--- src/rtl/led_pat_pkg.sv ---
package led_pat_pkg;

  localparam int FRAME_SLOTS = 8;
  localparam int SLOT_W      = $clog2(FRAME_SLOTS);

  typedef enum logic [2:0] {
    PS_IDLE   = 3'd0,
    PS_STAGE1 = 3'd1,
    PS_STAGE2 = 3'd2,
    PS_STAGE3 = 3'd3,
    PS_STAGE4 = 3'd4,
    PS_STAGE5 = 3'd5,
    PS_WAIT   = 3'd6,
    PS_READY  = 3'd7
  } pwr_state_e;

  // n lit slots at the end of the frame
  function automatic logic [FRAME_SLOTS-1:0] tail_lit(input int n);
    logic [FRAME_SLOTS-1:0] m;
    m = '1;
    m = m << (FRAME_SLOTS - n);
    return m;
  endfunction

  // n lit slots at the start of the frame
  function automatic logic [FRAME_SLOTS-1:0] head_lit(input int n);
    logic [FRAME_SLOTS-1:0] m;
    m = '1;
    m = m << n;
    return ~m;
  endfunction

endpackage

--- src/rtl/led_slot_timer.sv ---
module led_slot_timer #(
  parameter int TICK_DIV = 12_500_000
) (
  input  logic                         clk,
  input  logic                         rst_n,
  output logic                         tick,
  output logic [led_pat_pkg::SLOT_W-1:0] slot
);
  localparam int CW = (TICK_DIV < 2) ? 1 : $clog2(TICK_DIV);
  localparam logic [CW-1:0] CNT_LAST = CW'(TICK_DIV - 1);

  logic [CW-1:0]                   cnt_q, cnt_d;
  logic [led_pat_pkg::SLOT_W-1:0]  slot_q, slot_d;

  assign tick = (cnt_q == CNT_LAST);

  always_comb begin
    cnt_d  = tick ? '0 : cnt_q + 1'b1;
    slot_d = tick ? slot_q + 1'b1 : slot_q;
  end

  always_ff @(posedge clk or negedge rst_n) begin
    if (!rst_n) begin
      cnt_q  <= '0;
      slot_q <= '0;
    end else begin
      cnt_q  <= cnt_d;
      slot_q <= slot_d;
    end
  end

  assign slot = slot_q;

endmodule

--- src/rtl/led_green_map.sv ---
module led_green_map
  import led_pat_pkg::*;
(
  input  logic [2:0]             state,
  output logic [FRAME_SLOTS-1:0] mask,
  output logic                   steady,
  output logic                   steady_val
);
  always_comb begin
    mask       = '0;
    steady     = 1'b0;
    steady_val = 1'b0;
    case (pwr_state_e'(state))
      PS_IDLE: begin
        steady = 1'b1;
      end
      PS_READY: begin
        mask       = '1;
        steady     = 1'b1;
        steady_val = 1'b1;
      end
      PS_WAIT: mask = '1;
      default: mask = tail_lit(int'(state));
    endcase
  end
endmodule

--- src/rtl/led_red_prio.sv ---
module led_red_prio
  import led_pat_pkg::*;
(
  input  logic                   supply_ok,
  input  logic                   man_rst_n,
  input  logic                   sw_rst_n,
  input  logic                   cfg_done,
  input  logic                   cfg_busy,
  input  logic                   usb_pwr_en_n,
  output logic [FRAME_SLOTS-1:0] mask
);
  always_comb begin
    if (!supply_ok)        mask = head_lit(8);
    else if (!man_rst_n)   mask = head_lit(5);
    else if (!sw_rst_n)    mask = head_lit(4);
    else if (!cfg_done)    mask = head_lit(3);
    else if (cfg_busy)     mask = head_lit(2);
    else if (usb_pwr_en_n) mask = head_lit(1);
    else                   mask = '0;
  end
endmodule

--- src/rtl/led_frame_reg.sv ---
module led_frame_reg #(
  parameter int W = 8
) (
  input  logic         clk,
  input  logic         rst_n,
  input  logic         load,
  input  logic         clear,
  input  logic [W-1:0] d,
  output logic [W-1:0] q
);
  logic [W-1:0] q_r, q_n;

  always_comb begin
    if (load)       q_n = d;
    else if (clear) q_n = '0;
    else            q_n = q_r;
  end

  always_ff @(posedge clk or negedge rst_n) begin
    if (!rst_n) q_r <= '0;
    else        q_r <= q_n;
  end

  assign q = q_r;
endmodule

--- src/rtl/status_led_blinker.sv ---
module status_led_blinker
  import led_pat_pkg::*;
#(
  parameter int TICK_DIV = 12_500_000
) (
  input  logic       clk,
  input  logic       rst_n,
  input  logic [2:0] pwr_state,
  input  logic       supply_ok,
  input  logic       man_rst_n,
  input  logic       sw_rst_n,
  input  logic       cfg_done,
  input  logic       cfg_busy,
  input  logic       usb_pwr_en_n,
  output logic       led_green,
  output logic       led_red
);
  localparam logic [SLOT_W-1:0] LAST_SLOT = SLOT_W'(FRAME_SLOTS - 1);

  // reset: asynchronous assert, synchronous release
  logic rst_meta_q, rst_sync_n;
  always_ff @(posedge clk or negedge rst_n) begin
    if (!rst_n) begin
      rst_meta_q <= 1'b0;
      rst_sync_n <= 1'b0;
    end else begin
      rst_meta_q <= 1'b1;
      rst_sync_n <= rst_meta_q;
    end
  end

  logic              tick;
  logic [SLOT_W-1:0] slot;
  logic              frame_edge;

  led_slot_timer #(.TICK_DIV(TICK_DIV)) u_timer (
    .clk   (clk),
    .rst_n (rst_sync_n),
    .tick  (tick),
    .slot  (slot)
  );

  assign frame_edge = tick && (slot == LAST_SLOT);

  logic [FRAME_SLOTS-1:0] g_mask_d, r_mask_d, g_mask_q, r_mask_q;
  logic                   g_steady_d, g_val_d;

  led_green_map u_gmap (
    .state      (pwr_state),
    .mask       (g_mask_d),
    .steady     (g_steady_d),
    .steady_val (g_val_d)
  );

  led_red_prio u_rprio (
    .supply_ok    (supply_ok),
    .man_rst_n    (man_rst_n),
    .sw_rst_n     (sw_rst_n),
    .cfg_done     (cfg_done),
    .cfg_busy     (cfg_busy),
    .usb_pwr_en_n (usb_pwr_en_n),
    .mask         (r_mask_d)
  );

  // steady green bypass, refreshed every clock
  logic g_steady_q, g_val_q;
  logic g_steady_n, g_val_n;

  always_comb begin
    g_steady_n = g_steady_d;
    g_val_n    = g_val_d;
  end

  always_ff @(posedge clk or negedge rst_sync_n) begin
    if (!rst_sync_n) begin
      g_steady_q <= 1'b0;
      g_val_q    <= 1'b0;
    end else begin
      g_steady_q <= g_steady_n;
      g_val_q    <= g_val_n;
    end
  end

  led_frame_reg #(.W(FRAME_SLOTS)) u_gframe (
    .clk   (clk),
    .rst_n (rst_sync_n),
    .load  (frame_edge),
    .clear (g_steady_q),
    .d     (g_mask_d),
    .q     (g_mask_q)
  );

  led_frame_reg #(.W(FRAME_SLOTS)) u_rframe (
    .clk   (clk),
    .rst_n (rst_sync_n),
    .load  (frame_edge),
    .clear (1'b0),
    .d     (r_mask_d),
    .q     (r_mask_q)
  );

  assign led_green = g_steady_q ? g_val_q : g_mask_q[slot];
  assign led_red   = r_mask_q[slot];

endmodule

--- config.mk ---
export PLATFORM = sky130hd
export DESIGN_NAME = status_led_blinker
export DESIGN_NICKNAME = d
export VERILOG_FILES = /design/src/rtl/led_pat_pkg.sv /design/src/rtl/led_slot_timer.sv /design/src/rtl/led_green_map.sv /design/src/rtl/led_red_prio.sv /design/src/rtl/led_frame_reg.sv /design/src/rtl/status_led_blinker.sv
export SDC_FILE = /design/constraint.sdc
export NUM_CORES = 1
export LEC_CHECK = 0
export ABC_AREA = 1
export BUFFER_PORTS_ARGS = -buffer_cell sky130_fd_sc_hd__buf_2
export CORE_MARGIN = 3
export CORE_UTILIZATION = 49
export CTS_CLUSTER_SIZE = 12
export DETAILED_ROUTE_END_ITERATION = 7
export GPL_ROUTABILITY_DRIVEN = 0
export PLACE_DENSITY_LB_ADDON = 0.1
export SLEW_MARGIN = 20
export SYNTH_ARGS = -nofsm -noshare
export SYNTH_HDL_FRONTEND = slang
export SYNTH_HIERARCHICAL = 1
export SYNTH_SLANG_ARGS = --single-unit
--- constraint.sdc ---
create_clock -name clk -period 1.3 [get_ports clk]
set_input_delay 0.13 -clock clk [delete_from_list [all_inputs] [get_ports clk]]
set_output_delay 0.13 -clock clk [all_outputs]
set_load 0.01 [all_outputs]
== Yosys cells after proc, flatten, opt, wreduce, memory -nomap -nowiden ==
Cells that the tools add are included.

* Bits in registers: 47

* $lt $le $gt $ge: 1
* Shift operators: 1
* Eq/ne operators: 4
* Add/sub/neg operators: 3
* Muxes and demuxes: 17
* Reduce and logical (&&, ||, !) cells: 5

{| class="wikitable"
|+ Operator list
! operator !! count
|-
| $mux 8 || 7
|-
| $shl 8x32->8 const A || 1
|-
| $add 24x1->24 const B || 1
|-
| $eq 24x24->1 const B || 1
|-
| $mux 24 || 1
|-
| $pmux 8 s2 || 1
|-
| $eq 3x3->1 const B || 3
|-
| $bmux 1 s3 || 2
|-
| $mux 1 || 6
|-
| $sub 4x3->5 const A || 1
|-
| $lt 3x4->1 const B || 1
|-
| $reduce_or 2->1 || 2
|-
| $add 3x1->3 const B || 1
|-
| $logic_not 3->1 || 1
|-
| $reduce_bool 2->1 || 1
|-
| $logic_and 1x1->1 || 1
|}

== Depth between registers and ports, before layout ==
Gate-level depths: netlist (run 1).

* Word-level depth: 6
* Mapped depth: 13
* Gate-level depth less buffers: 12

== Cells and area by module ==
The synthesis (run 1) kept the hierarchy.

{| class="wikitable"
|+ By module, submodules not included
! module !! cells an instance !! seq. area each (um2) !! area each (um2) !! instances
|-
| led_slot_timer || 208 || 675.6 || 1605.3 || 1
|-
| led_frame_reg || 34 || 200.2 || 321.6 || 2
|-
| status_led_blinker || 54 || 100.1 || 306.5 || 1
|-
| led_green_map || 27 || 0.0 || 138.9 || 1
|-
| led_red_prio || 13 || 0.0 || 62.6 || 1
|}

== Worst setup path before layout (run 1) ==
OpenSTA, ideal clock, no wires.

* Path kind: register to register
* Start: reg u_timer.cnt_q[0]
* End: reg u_gframe.q_r[0], in the netlist u_gframe/q[0]
* Setup slack: -0.580 ns
* Arrival time: 1.764 ns
* Clock period less this slack: 1.880 ns
* Path buffers: 1
* Cell stages (with the launch flop): 14
* Data required time: 1.184 ns
* Setup time: 0.116 ns
* Cells stage by stage: dfrtp_1 > ha_1 > nand2_2 > nor2_4 > nand3_1 > nor2_1 > nand2_1 > inv_1 > nand2_1 > nor3_1 > buf_6 > nor2_8 > nand2_1 > nand2_1

* Word-level cells in the longest chain between the ends: 3
* Elaborated cells on any way between the ends: 4
* Classes of those cells: eq/ne (1); mux (1); reduce/logical (2)

{| class="wikitable"
|+ RTL lines
! element !! line !! text
|-
| start: declaration || led_slot_timer.sv:12 || <nowiki>logic [CW-1:0] cnt_q, cnt_d;</nowiki>
|-
| start signal: assignment || led_slot_timer.sv:27 || <nowiki>cnt_q <= cnt_d;</nowiki>
|-
| $eq 24x24->1 * || led_slot_timer.sv:15 || <nowiki>assign tick = (cnt_q == CNT_LAST);</nowiki>
|-
| via tick || status_led_blinker.sv:32 || <nowiki>logic tick;</nowiki>
|-
| $logic_and 1x1->1 * || status_led_blinker.sv:43 || <nowiki>assign frame_edge = tick && (slot == LAST_SLOT);</nowiki>
|-
| via frame_edge || status_led_blinker.sv:34 || <nowiki>logic frame_edge;</nowiki>
|-
| $mux 8 or $reduce_bool 2->1 (tied branches) || - ||
|-
| end signal: assignment || led_frame_reg.sv:21 || <nowiki>else q_r <= q_n;</nowiki>
|-
| end: declaration || led_frame_reg.sv:11 || <nowiki>logic [W-1:0] q_r, q_n;</nowiki>
|}

The timed path passes the listed nets; every way through them passes the cells marked *.
A chain may end at the register's enable or synchronous reset.

== Worst setup path after layout (run 1) ==
* Start: reg u_timer.cnt_q[0]
* End: reg u_gframe.q_r[6], in the netlist u_gframe/q[6]

Same word-level chain as after synthesis.

==> metrics.md, run 1 <==
| Metric | Value |
|---|---|
| Number of core rows | `26` |
| Syn Area/Cell | `7.450 µm²` |
| Hold Crit Class | `in -> reg` |
| CTS clk-pin slew, worst paths | `0.09 ns` |
| CP max stage cell | `dfrtp_1` |
| Violated checks | `negative setup slack` |
| Netlist Area Pre-Place | `2756 µm²` |
| Routed via count | `2502` |
| Fillers | `437` |
| Clock Latency Late Sink | `0.30 ns` |
| Area of the multi-input gates | `1524 µm²` |
| Grt total ovfl | `0` |
| Final worst setup slack | `-0.5072 ns` |
| Worst Skew | `0.009002 ns` |
| Hold slack | `0.1014 ns` |
| Synthesized flop and latch total | `47` |
| Post-synth EDFFs | `0` |
| Largest net degree at the start of global routing | `46` |
| Grt met1 use | `29.55%` |
| Unrepaired setup endpoints after global routing | `yes` |
| Ys flop type | `dfrtp_1` |
| WP data arrival | `2.00 ns` |
| DRC | `0` |
| Vias in the first global route | `2387` |
| CP endpoint kind | `flip-flop` |
| Final Hold Vio Count | `0` |
| NumNets Final | `465` |
| Max-cap violations | `0` |
| Async SR Flop Fraction | `100.0%` |
| Leak | `0.001982 µW` |
| Routed len/inst | `12.40 µm` |
| CTS tree | `done` |
| Crit-path leading delay family | `simple AND/OR/NAND/NOR gates` |
| Port bufs | `12` |
| Layout cell share with drive strength beyond 1 | `35.11%` |
| Status | `finished, violations left` |
| Area grow syn2layout | `35.27%` |
| DRT iter0 DRCs | `118` |
| First-pass GRT wire length | `10710 µm` |
| Die area | `6561 µm²` |
| Boundary Pins | `13` |
| Final slew viol count | `0` |
| Met2 Use GR | `33.33%` |
| H-Tree Level Count | `2` |
| CP Data Required Time | `1.50 ns` |
| Die Wd | `81 µm` |
| Routed Antenna Nets | `0` |
| Ys Warns | `6` |
| Clock Path Buffers | `2` |
| All-Layer GR Usage | `20.82%` |
| Antenna violations before repair | `0` |
| Average vias per placed instance | `4.812` |
| TritonCTS buffer count | `5` |
| P per Cell Area | `725.5 nW/µm²` |
| Largest fanout on the critical path | `8` |
| Cell chain of the critical path | `ha_4 > nand2_4 > nor2_4 > nand3_2 > nor2_2 > nand2_1 > inv_2 > nand2_2 > nor3_4 > buf_6 > nor2_8 > nand2_2 > nand2_1` |
| Cell with the most instances after synthesis | `nand2_1` |
| CTS root buffer | `clkbuf_8` |
| Fin crit period | `1.807 ns` |
| Register area share after synthesis | `42.67%` |
| Synthesized Nets | `386` |
| DP Area | `3222 µm²` |
| Clock Sinks | `47` |
| Starting Density | `52.30%` |
| Synth area leader | `dfrtp_1` |
| CP peak stage delay | `0.40 ns` |
| Drt total wl | `6450 µm` |
| Netlist cell types | `28` |
| ANT cells | `0` |
| Startpoint Class | `flip-flop` |
| Critical path class | `reg -> reg` |
| TritonRoute pass-1 iters | `5` |
| Final Cycle Share | `139.0%` |
| Gr busiest metal | `met2` |
| Top-area cell type share of the netlist area | `42.67%` |
| Sequential cell area | `1179 µm²` |
| VDD IR max | `0.0008490 V` |
| Synth area leaders | `dfrtp_1, nand2_1, nor2_1, inv_1, xor2_1` |
| Design area | `3729 µm²` |
| Fmax | `0.5533 GHz` |
| Met3 Use GR | `3.880%` |
| Hpwl dp | `4317 µm` |
| Final setup viols | `44` |
| Core area | `5270 µm²` |
| Die outline height | `81 µm` |
| Post-synth top cells | `nand2_1, nor2_1, dfrtp_1, inv_1, nand3_1` |
| Buf/Inv on CP | `2` |
| Synth Instances | `370` |
-- per-stage QoR --
step | instances | setup slack [ns] | TNS (ns) | total power (µW) | util [%]
2_1_floorplan | 370 | -0.4653 | -7.403 | 1582 | -
3_3_place_gp | 491 | -0.4224 | -9.546 | 1618 | 61.13
3_5_place_dp | 491 | -0.4784 | -11.37 | 1621 | 61.13
4_1_cts | 512 | -0.4498 | -14.44 | 2739 | 67.12
5_1_grt | 520 | -0.6139 | -20.86 | 2834 | 70.75
6_report | 520 | -0.5072 | -16.85 | 2705 | 70.75
-- logic make-up (layout without fill, tap and decap cells) --
family | count (synthesis) | in the layout | synth area share, %
buffers and inverters | 52 | 132 | 8.670
other | 2 | 2 | 0.2725
and+or+nand+nor | 239 | 239 | 39.67
adders and majority gates | 5 | 5 | 2.270
xor gates and xnor gates | 14 | 14 | 4.449
DFF | 47 | 47 | 42.67
AOI/OAI and AO/OA | 11 | 11 | 1.997
-- final cells by class --
| type | count | share of cell area (%) |
|---|---|---|
| Sequential cell | 47 | 31.61 |
| Clock inverter | 2 | 0.9396 |
| Clock buffer | 6 | 2.215 |
| Tap cell | 70 | 2.349 |
| Multi-Input combinational cell | 271 | 40.87 |
| Inverter | 42 | 4.362 |
| Timing Repair Buffer | 82 | 17.65 |
-- tightest hold or removal path, stage by stage --
cell and delay [ns]:
buf_2 0.13, nand2_1 0.06, nand2_1 0.04
-- sequential cells by signal, indices dropped and copies added, names as in the netlist --
register       flops
u_timer/cnt_q     24
rst_sync_n         1
u_timer/slot       3
u_rframe/q         8
u_gframe/q         8
g_steady_q         1
g_val_q            1
rst_meta_q         1
-- routing by layer --
| layer | up-vias | part of all wire, % |
|---|---|---|
| li1 | 1283 | - |
| met1 | 1180 | 49 |
| met2 | 29 | 47 |
| met3 | 10 | 2.4 |
| met4 | 0 | 1.5 |
| met5 | - | 0 |
-- power breakdown --
group | internal [µW] | switching [µW] | total (µW)
Sequential | 1470 | 6.13 | 1470
Clock | 623 | 486 | 1110
Combinational | 43.0 | 79.6 | 123
Total | 2130 | 572 | 2710
-- cell usage in the layout, fill, tap and decap left out, drive strengths merged, types with 6 or more instances in the layout --
| master | synthesis | layout |
|---|---|---|
| clkbuf | 1 | 6 |
| inv | 41 | 41 |
| nand2 | 134 | 134 |
| xor2 | 13 | 13 |
| o21ai | 6 | 6 |
| nand4 | 7 | 7 |
| dfrtp | 47 | 47 |
| nand3 | 25 | 25 |
| nor2 | 69 | 69 |
| buf | 9 | 81 |
-- what timing repair did --
| action | in CTS | in global routing |
|---|---|---|
| hold buffers | 1 | 0 |
| buffers inserted | 13 | 7 |
| pin swaps | 18 | 21 |
| cloned | 2 | 1 |
| resized for setup | 29 | 38 |
| endpoints found under the hold margin | 2 | 0 |
| setup endpoints to repair | 43 | 44 |
-- worst paths after layout --
| path | from | endpoint | slack [ns] | cells after the start |
|---|---|---|---|---|
| worst max-delay path | u_timer/cnt_q[0] | u_gframe/q[6] | -0.51 | 13 |
| worst min-delay path | pwr_state[2] | u_gframe/q[4] | 0.10 | 3 |
| worst max register to register | u_timer/cnt_q[0] | u_gframe/q[6] | -0.51 | 13 |
| worst min register to register | rst_sync_n | u_timer/cnt_q[2] | 0.25 | 1 |
| max in group asynchronous | rst_sync_n | u_timer/slot[0] | 0.82 | 1 |
| min in group asynchronous | rst_n | rst_sync_n | 0.13 | 2 |
Note: power is estimated with default switching activity, not from simulation.
==> inputs of run 2 (changes only) <==
--- a/config.mk
+++ b/config.mk
@@ -13,6 +13,7 @@
 export DETAILED_ROUTE_END_ITERATION = 7
 export GPL_ROUTABILITY_DRIVEN = 0
 export PLACE_DENSITY_LB_ADDON = 0.1
+export RECOVER_POWER = 100
 export SLEW_MARGIN = 20
 export SYNTH_ARGS = -nofsm -noshare
 export SYNTH_HDL_FRONTEND = slang
==> metrics.md, run 2 (same netlist as run 1, synthesis figures left out) <==
| Metric | Value |
|---|---|
| Post-Layout Cell Count | `520` |
| CTS tree | `done` |
| Hold path depth | `3` |
| All-Layer GR Usage | `20.82%` |
| Overall Power | `2709 µW` |
| Final setup TNS | `-17.03 ns` |
| Worst Tran Pin Value | `0.6302 ns` |
| Final setup viols | `44` |
| Max reg flops | `24` |
| Status | `finished, violations left` |
| Fin crit period | `1.809 ns` |
| H-Tree Level Count | `2` |
| Drt total wl | `6457 µm` |
| P per Cell Area | `729.5 nW/µm²` |
| Sw Ratio | `21.46%` |
| Largest net degree at the start of global routing | `46` |
| Die outline height | `81 µm` |
| Boundary Pins | `13` |
| Flop pwr share | `54.3%` |
| TritonCTS buffer count | `5` |
| Clock Path Buffers | `2` |
| ANT cells | `0` |
| Min-delay src | `pwr_state[2]` |
| Routed Antenna Nets | `0` |
| Reg2Reg Depth | `13` |
| Violated checks | `negative setup slack` |
| DRC | `0` |
| Register with the most flip-flops | `u_timer/cnt_q` |
| Hold path endpoint | `u_gframe/q[4]` |
| DP Area | `3222 µm²` |
| Largest fanout on the critical path | `8` |
| CP endpoint kind | `flip-flop` |
| Area grow syn2layout | `34.73%` |
| Relative slew slack | `57.99%` |
| Hold Crit Class | `in -> reg` |
| Worst Skew | `0.008677 ns` |
| Final slew viol count | `0` |
| Leak | `0.001972 µW` |
| WP data arrival | `2.01 ns` |
| Routed via count | `2502` |
| TritonRoute pass-1 iters | `4` |
| Final Cycle Share | `139.1%` |
| Number of core rows | `26` |
| Final Hold Vio Count | `0` |
| P_sw | `581.3 µW` |
| Startpoint Class | `flip-flop` |
| Design area | `3714 µm²` |
| Final worst setup slack | `-0.5087 ns` |
| CTS clk-pin slew, worst paths | `0.09 ns` |
| Flop-to-flop setup slack | `-0.51 ns` |
| Comb power frac | `4.3%` |
| Vias in the first global route | `2387` |
| Internal | `2128 µW` |
| Worst R2R End | `u_gframe/q[6]` |
| Grt total ovfl | `0` |
| First-pass GRT wire length | `10710 µm` |
| Antenna violations before repair | `0` |
| Clock power share | `41.3%` |
| DRT iter0 DRCs | `119` |
| VDD IR max | `0.0008446 V` |
| Starting Density | `52.30%` |
| Fillers | `441` |
| CTS root buffer | `clkbuf_8` |
| Clock Latency Late Sink | `0.30 ns` |
| Most frequent cells in the layout | `nand2_1, buf_4, nor2_1, dfrtp_1, inv_1` |
| Routed len/inst | `12.42 µm` |
| Post-Place Cells | `491` |
| Die area | `6561 µm²` |
| Max-cap violations | `0` |
| NumNets Final | `465` |
| CP Data Required Time | `1.50 ns` |
| Layout cell share with drive strength beyond 1 | `34.67%` |
| Die Wd | `81 µm` |
| Critical path class | `reg -> reg` |
| Worst r2r src | `u_timer/cnt_q[0]` |
| Average vias per placed instance | `4.812` |
| Clock Sinks | `47` |
| Hpwl dp | `4317 µm` |
| Most common cell after layout, fill and taps aside | `nand2_1` |
| Unrepaired setup endpoints after global routing | `yes` |
| Fmax | `0.5529 GHz` |
| Core area | `5270 µm²` |
| Port bufs | `12` |
-- run 2: timing repair --
item	4_1_cts	5_1_grt
endpoints found under the setup margin	43	44
buffers inserted	13	7
gates resized for setup	29	38
hold buffers	1	0
endpoints found under the hold margin	2	0
pin swaps	18	21
gates cloned	2	1
-- run 2: cell type report --
class	instances	area (µm²)	share of cell area, %
well taps	70	87.58	2.358
repair buffers	82	643.1	17.32
inverters	42	162.7	4.380
clock inverters	2	35.03	0.9434
flip-flops and latches	47	1179	31.74
clock buffers	6	82.58	2.224
multi-input cells	271	1524	41.04
-- run 2: power groups by stage --
stage,Clock [µW],Sequential (µW),Combinational (µW)
floorplan,0,1520,61.1
global placement,0,1500,116
detailed placement,0,1500,118
CTS,1140,1470,122
global route,1220,1470,137
finish,1120,1470,118
-- run 2: metrics by stage --
step	setup WS [ns]	util, %	hold WS [ns]
final	-0.5087	70.47	0.09916
after CTS	-0.4498	67.12	0.09232
after global placement	-0.4224	61.13	-0.08508
after detailed placement	-0.4784	61.13	-0.08234
after floorplan	-0.4653	-	-0.1656
after global routing	-0.6139	70.47	0.1059
-- run 2: worst max path at each step --
| stage | startpoint | end | slack [ns] | depth (start not counted) |
|---|---|---|---|---|
| after floorplan | u_timer/cnt_q[0] | u_gframe/q[0] | -0.47 | 13 |
| after detailed placement | u_timer/cnt_q[0] | u_gframe/q[4] | -0.48 | 13 |
| after CTS | u_timer/cnt_q[0] | u_gframe/q[4] | -0.45 | 13 |
| final | u_timer/cnt_q[0] | u_gframe/q[6] | -0.51 | 13 |
| after global routing | u_timer/cnt_q[0] | u_gframe/q[6] | -0.61 | 13 |
| after global placement | u_timer/cnt_q[0] | u_gframe/q[6] | -0.42 | 13 |
-- run 2: routing by layer --
metal	up-vias	track usage [%]	part of all wire (%)
li1	1283	-	-
met1	1174	29.55	49
met2	35	33.33	47
met3	10	3.880	2.8
met4	0	4.223	1.5
met5	-	0	0
-- run 2: critical path, cell delays in order, from the launching register on --
cell and delay [ns]:
dfrtp_1 0.40, ha_4 0.16, nand2_4 0.05, nor2_4 0.12, nand3_2 0.07, nor2_2 0.11
nand2_1 0.09, inv_2 0.07, nand2_2 0.05, nor3_4 0.22, buf_6 0.18, nor2_8 0.06
nand2_2 0.07, nand2_1 0.05
==> inputs of run 3 (changes only) <==
--- a/config.mk
+++ b/config.mk
@@ -8,10 +8,11 @@
 export ABC_AREA = 1
 export BUFFER_PORTS_ARGS = -buffer_cell sky130_fd_sc_hd__buf_2
 export CORE_MARGIN = 3
-export CORE_UTILIZATION = 49
+export CORE_UTILIZATION = 45
 export CTS_CLUSTER_SIZE = 12
 export DETAILED_ROUTE_END_ITERATION = 7
 export GPL_ROUTABILITY_DRIVEN = 0
+export MAX_ROUTING_LAYER = met4
 export PLACE_DENSITY_LB_ADDON = 0.1
 export RECOVER_POWER = 100
 export SLEW_MARGIN = 20
==> constraint.sdc (replaced) <==
create_clock -name clk -period 1.3 [get_ports clk]
set_input_delay 0.13 -clock clk [delete_from_list [all_inputs] [get_ports clk]]
set_output_delay 0.13 -clock clk [all_outputs]
set_load 0.02 [all_outputs]
==> metrics.md, run 3 (same netlist as run 1, synthesis figures left out) <==
| Metric | Value |
|---|---|
| Routed len/inst | `11.94 µm` |
| Design area | `3702 µm²` |
| WP data arrival | `2.09 ns` |
| Die outline height | `84.27 µm` |
| Status | `finished, violations left` |
| Worst Skew | `0.005092 ns` |
| Hpwl dp | `4382 µm` |
| Layout cell share with drive strength beyond 1 | `36.53%` |
| Clock Sinks | `47` |
| CP peak stage delay | `0.38 ns` |
| Largest fanout on the critical path | `8` |
| Port bufs | `12` |
| Most frequent cells in the layout | `nand2_1, buf_4, dfrtp_1, nor2_1, inv_1` |
| Critical path class | `reg -> reg` |
| Violated checks | `negative setup slack` |
| P per Cell Area | `689.8 nW/µm²` |
| Internal | `1942 µW` |
| Drt total wl | `6220 µm` |
| Leak | `0.001927 µW` |
| Number of core rows | `27` |
| CP Data Required Time | `1.50 ns` |
| Cell chain of the critical path | `ha_2 > nand2_4 > nor2_4 > nand3_2 > nor2_4 > nand2_2 > inv_2 > nand2_2 > nor3_4 > buf_6 > nor2_8 > nand2_1 > nand2_1` |
| Overall Power | `2554 µW` |
| ANT cells | `0` |
| DRC | `0` |
| Buf/Inv on CP | `2` |
| Final setup TNS | `-15.55 ns` |
| NumNets Final | `464` |
| Antenna violations before repair | `0` |
| CTS root buffer | `clkbuf_8` |
| Final setup viols | `44` |
| Fin crit period | `1.887 ns` |
| CP endpoint kind | `flip-flop` |
| Die area | `7101 µm²` |
| VDD IR max | `0.0004555 V` |
| First-pass GRT wire length | `10980 µm` |
| Routed via count | `2521` |
| Final Hold Vio Count | `0` |
| Startpoint Class | `flip-flop` |
| Final slew viol count | `0` |
| Sw Ratio | `23.96%` |
| Max reg flops | `24` |
| Routed Antenna Nets | `0` |
| Flop pwr share | `57.7%` |
| Reg2Reg Depth | `13` |
| CTS tree | `done` |
| Hold Crit Class | `in -> reg` |
| Final worst setup slack | `-0.5875 ns` |
| CTS clk-pin slew, worst paths | `0.09 ns` |
| Clock power share | `37.7%` |
| Unrepaired setup endpoints after global routing | `yes` |
| Max-cap violations | `0` |
| TritonRoute pass-1 iters | `4` |
| Comb power frac | `4.7%` |
| P_sw | `611.9 µW` |
| Average vias per placed instance | `4.839` |
| Area grow syn2layout | `34.32%` |
| DP Area | `3239 µm²` |
| Worst R2R End | `u_gframe/q[1]` |
| Starting Density | `48.28%` |
| Fmax | `0.5298 GHz` |
| Final Cycle Share | `145.2%` |
| CP max stage cell | `dfrtp_1` |
| Min-delay src | `pwr_state[2]` |
| Most common cell after layout, fill and taps aside | `nand2_1` |
| Hold slack | `0.1006 ns` |
| H-Tree Level Count | `2` |
| Clock Path Buffers | `2` |
| Vias in the first global route | `2432` |
| Hold path endpoint | `g_val_q` |
| Setup crit start | `u_timer/cnt_q[0]` |
| Crit-path leading delay family | `simple AND/OR/NAND/NOR gates` |
| DRT iter0 DRCs | `109` |
| Relative slew slack | `59.10%` |
| Worst Tran Pin Value | `0.6135 ns` |
| Die Wd | `84.27 µm` |
| Register with the most flip-flops | `u_timer/cnt_q` |
| Hold path depth | `3` |
| All-Layer GR Usage | `19.58%` |
| Core area | `5709 µm²` |
| Boundary Pins | `13` |
| Flop-to-flop setup slack | `-0.59 ns` |
| Grt total ovfl | `0` |
| Largest net degree at the start of global routing | `46` |
| Placement Setup Slack | `-0.4752 ns` |
| Worst r2r src | `u_timer/cnt_q[0]` |
| Clock Latency Late Sink | `0.30 ns` |
| TritonCTS buffer count | `5` |
## run 3: cell count changes in the layout (fill, tap and decap cells not counted), sizes merged
cell | previous run | this run
clkinvlp | 0 | 1
bufinv | 1 | 0
inv | 41 | 42
buf | 78 | 77
clkinv | 2 | 1
## run 3: tightest hold or removal path, cell delays in order
cell and delay [ns]:
buf_2 0.13, nand2_1 0.08, inv_1 0.04
## run 3: worst max-delay path by stage
| stage | depth (start not counted) | slack [ns] | endpoint |
|---|---|---|---|
| 2_1_floorplan | 13 | -0.47 | u_gframe/q[0] |
| 3_3_place_gp | 13 | -0.42 | u_gframe/q[7] |
| 3_5_place_dp | 13 | -0.48 | u_gframe/q[1] |
| 4_1_cts | 13 | -0.46 | u_gframe/q[3] |
| 5_1_grt | 13 | -0.74 | u_gframe/q[4] |
| 6_report | 13 | -0.59 | u_gframe/q[1] |
## run 3: what timing repair did
item / 4_1_cts / 5_1_grt
endpoints found under the hold margin: 2 / 0
pin swaps: 12 / 25
cloned: 2 / 0
setup endpoints to repair: 43 / 44
gates resized for setup: 26 / 49
setup buffers: 9 / 8
hold buffers: 1 / 0
## run 3: cell type report
class / instances / area [µm²]
Inverter: 42 / 167.7
Tap cell: 72 / 90.09
Sequential cell: 47 / 1180
Clock inverter: 2 / 16.27
Multi-Input combinational cell: 271 / 1541
Fill cell: 508 / 2007
Clock buffer: 6 / 82.58
Timing Repair Buffer: 81 / 624.3
## run 3: metrics by stage
stage	util, %	instances
global placement	56.74	495
detailed placement	56.74	495
floorplan	-	370
CTS	61.52	514
global route	64.85	521
finish	64.85	521
## run 3: metal layers
metal | global-route usage, % | wire length, µm | vias up
li1 | - | - | 1282
met1 | 25.51 | 2916 | 1189
met2 | 31.06 | 2948 | 41
met3 | 3.337 | 246 | 9
met4 | 6.287 | 108 | 0
met5 | - | 0 | -
## run 3: power by group through the flow
stage | clock, µW | sequential [µW] | combinational (µW)
finish | 962 | 1470 | 119
global route | 1080 | 1470 | 141
CTS | 1010 | 1470 | 125
detailed placement | 0 | 1500 | 120
global placement | 0 | 1500 | 117
floorplan | 0 | 1520 | 61.5
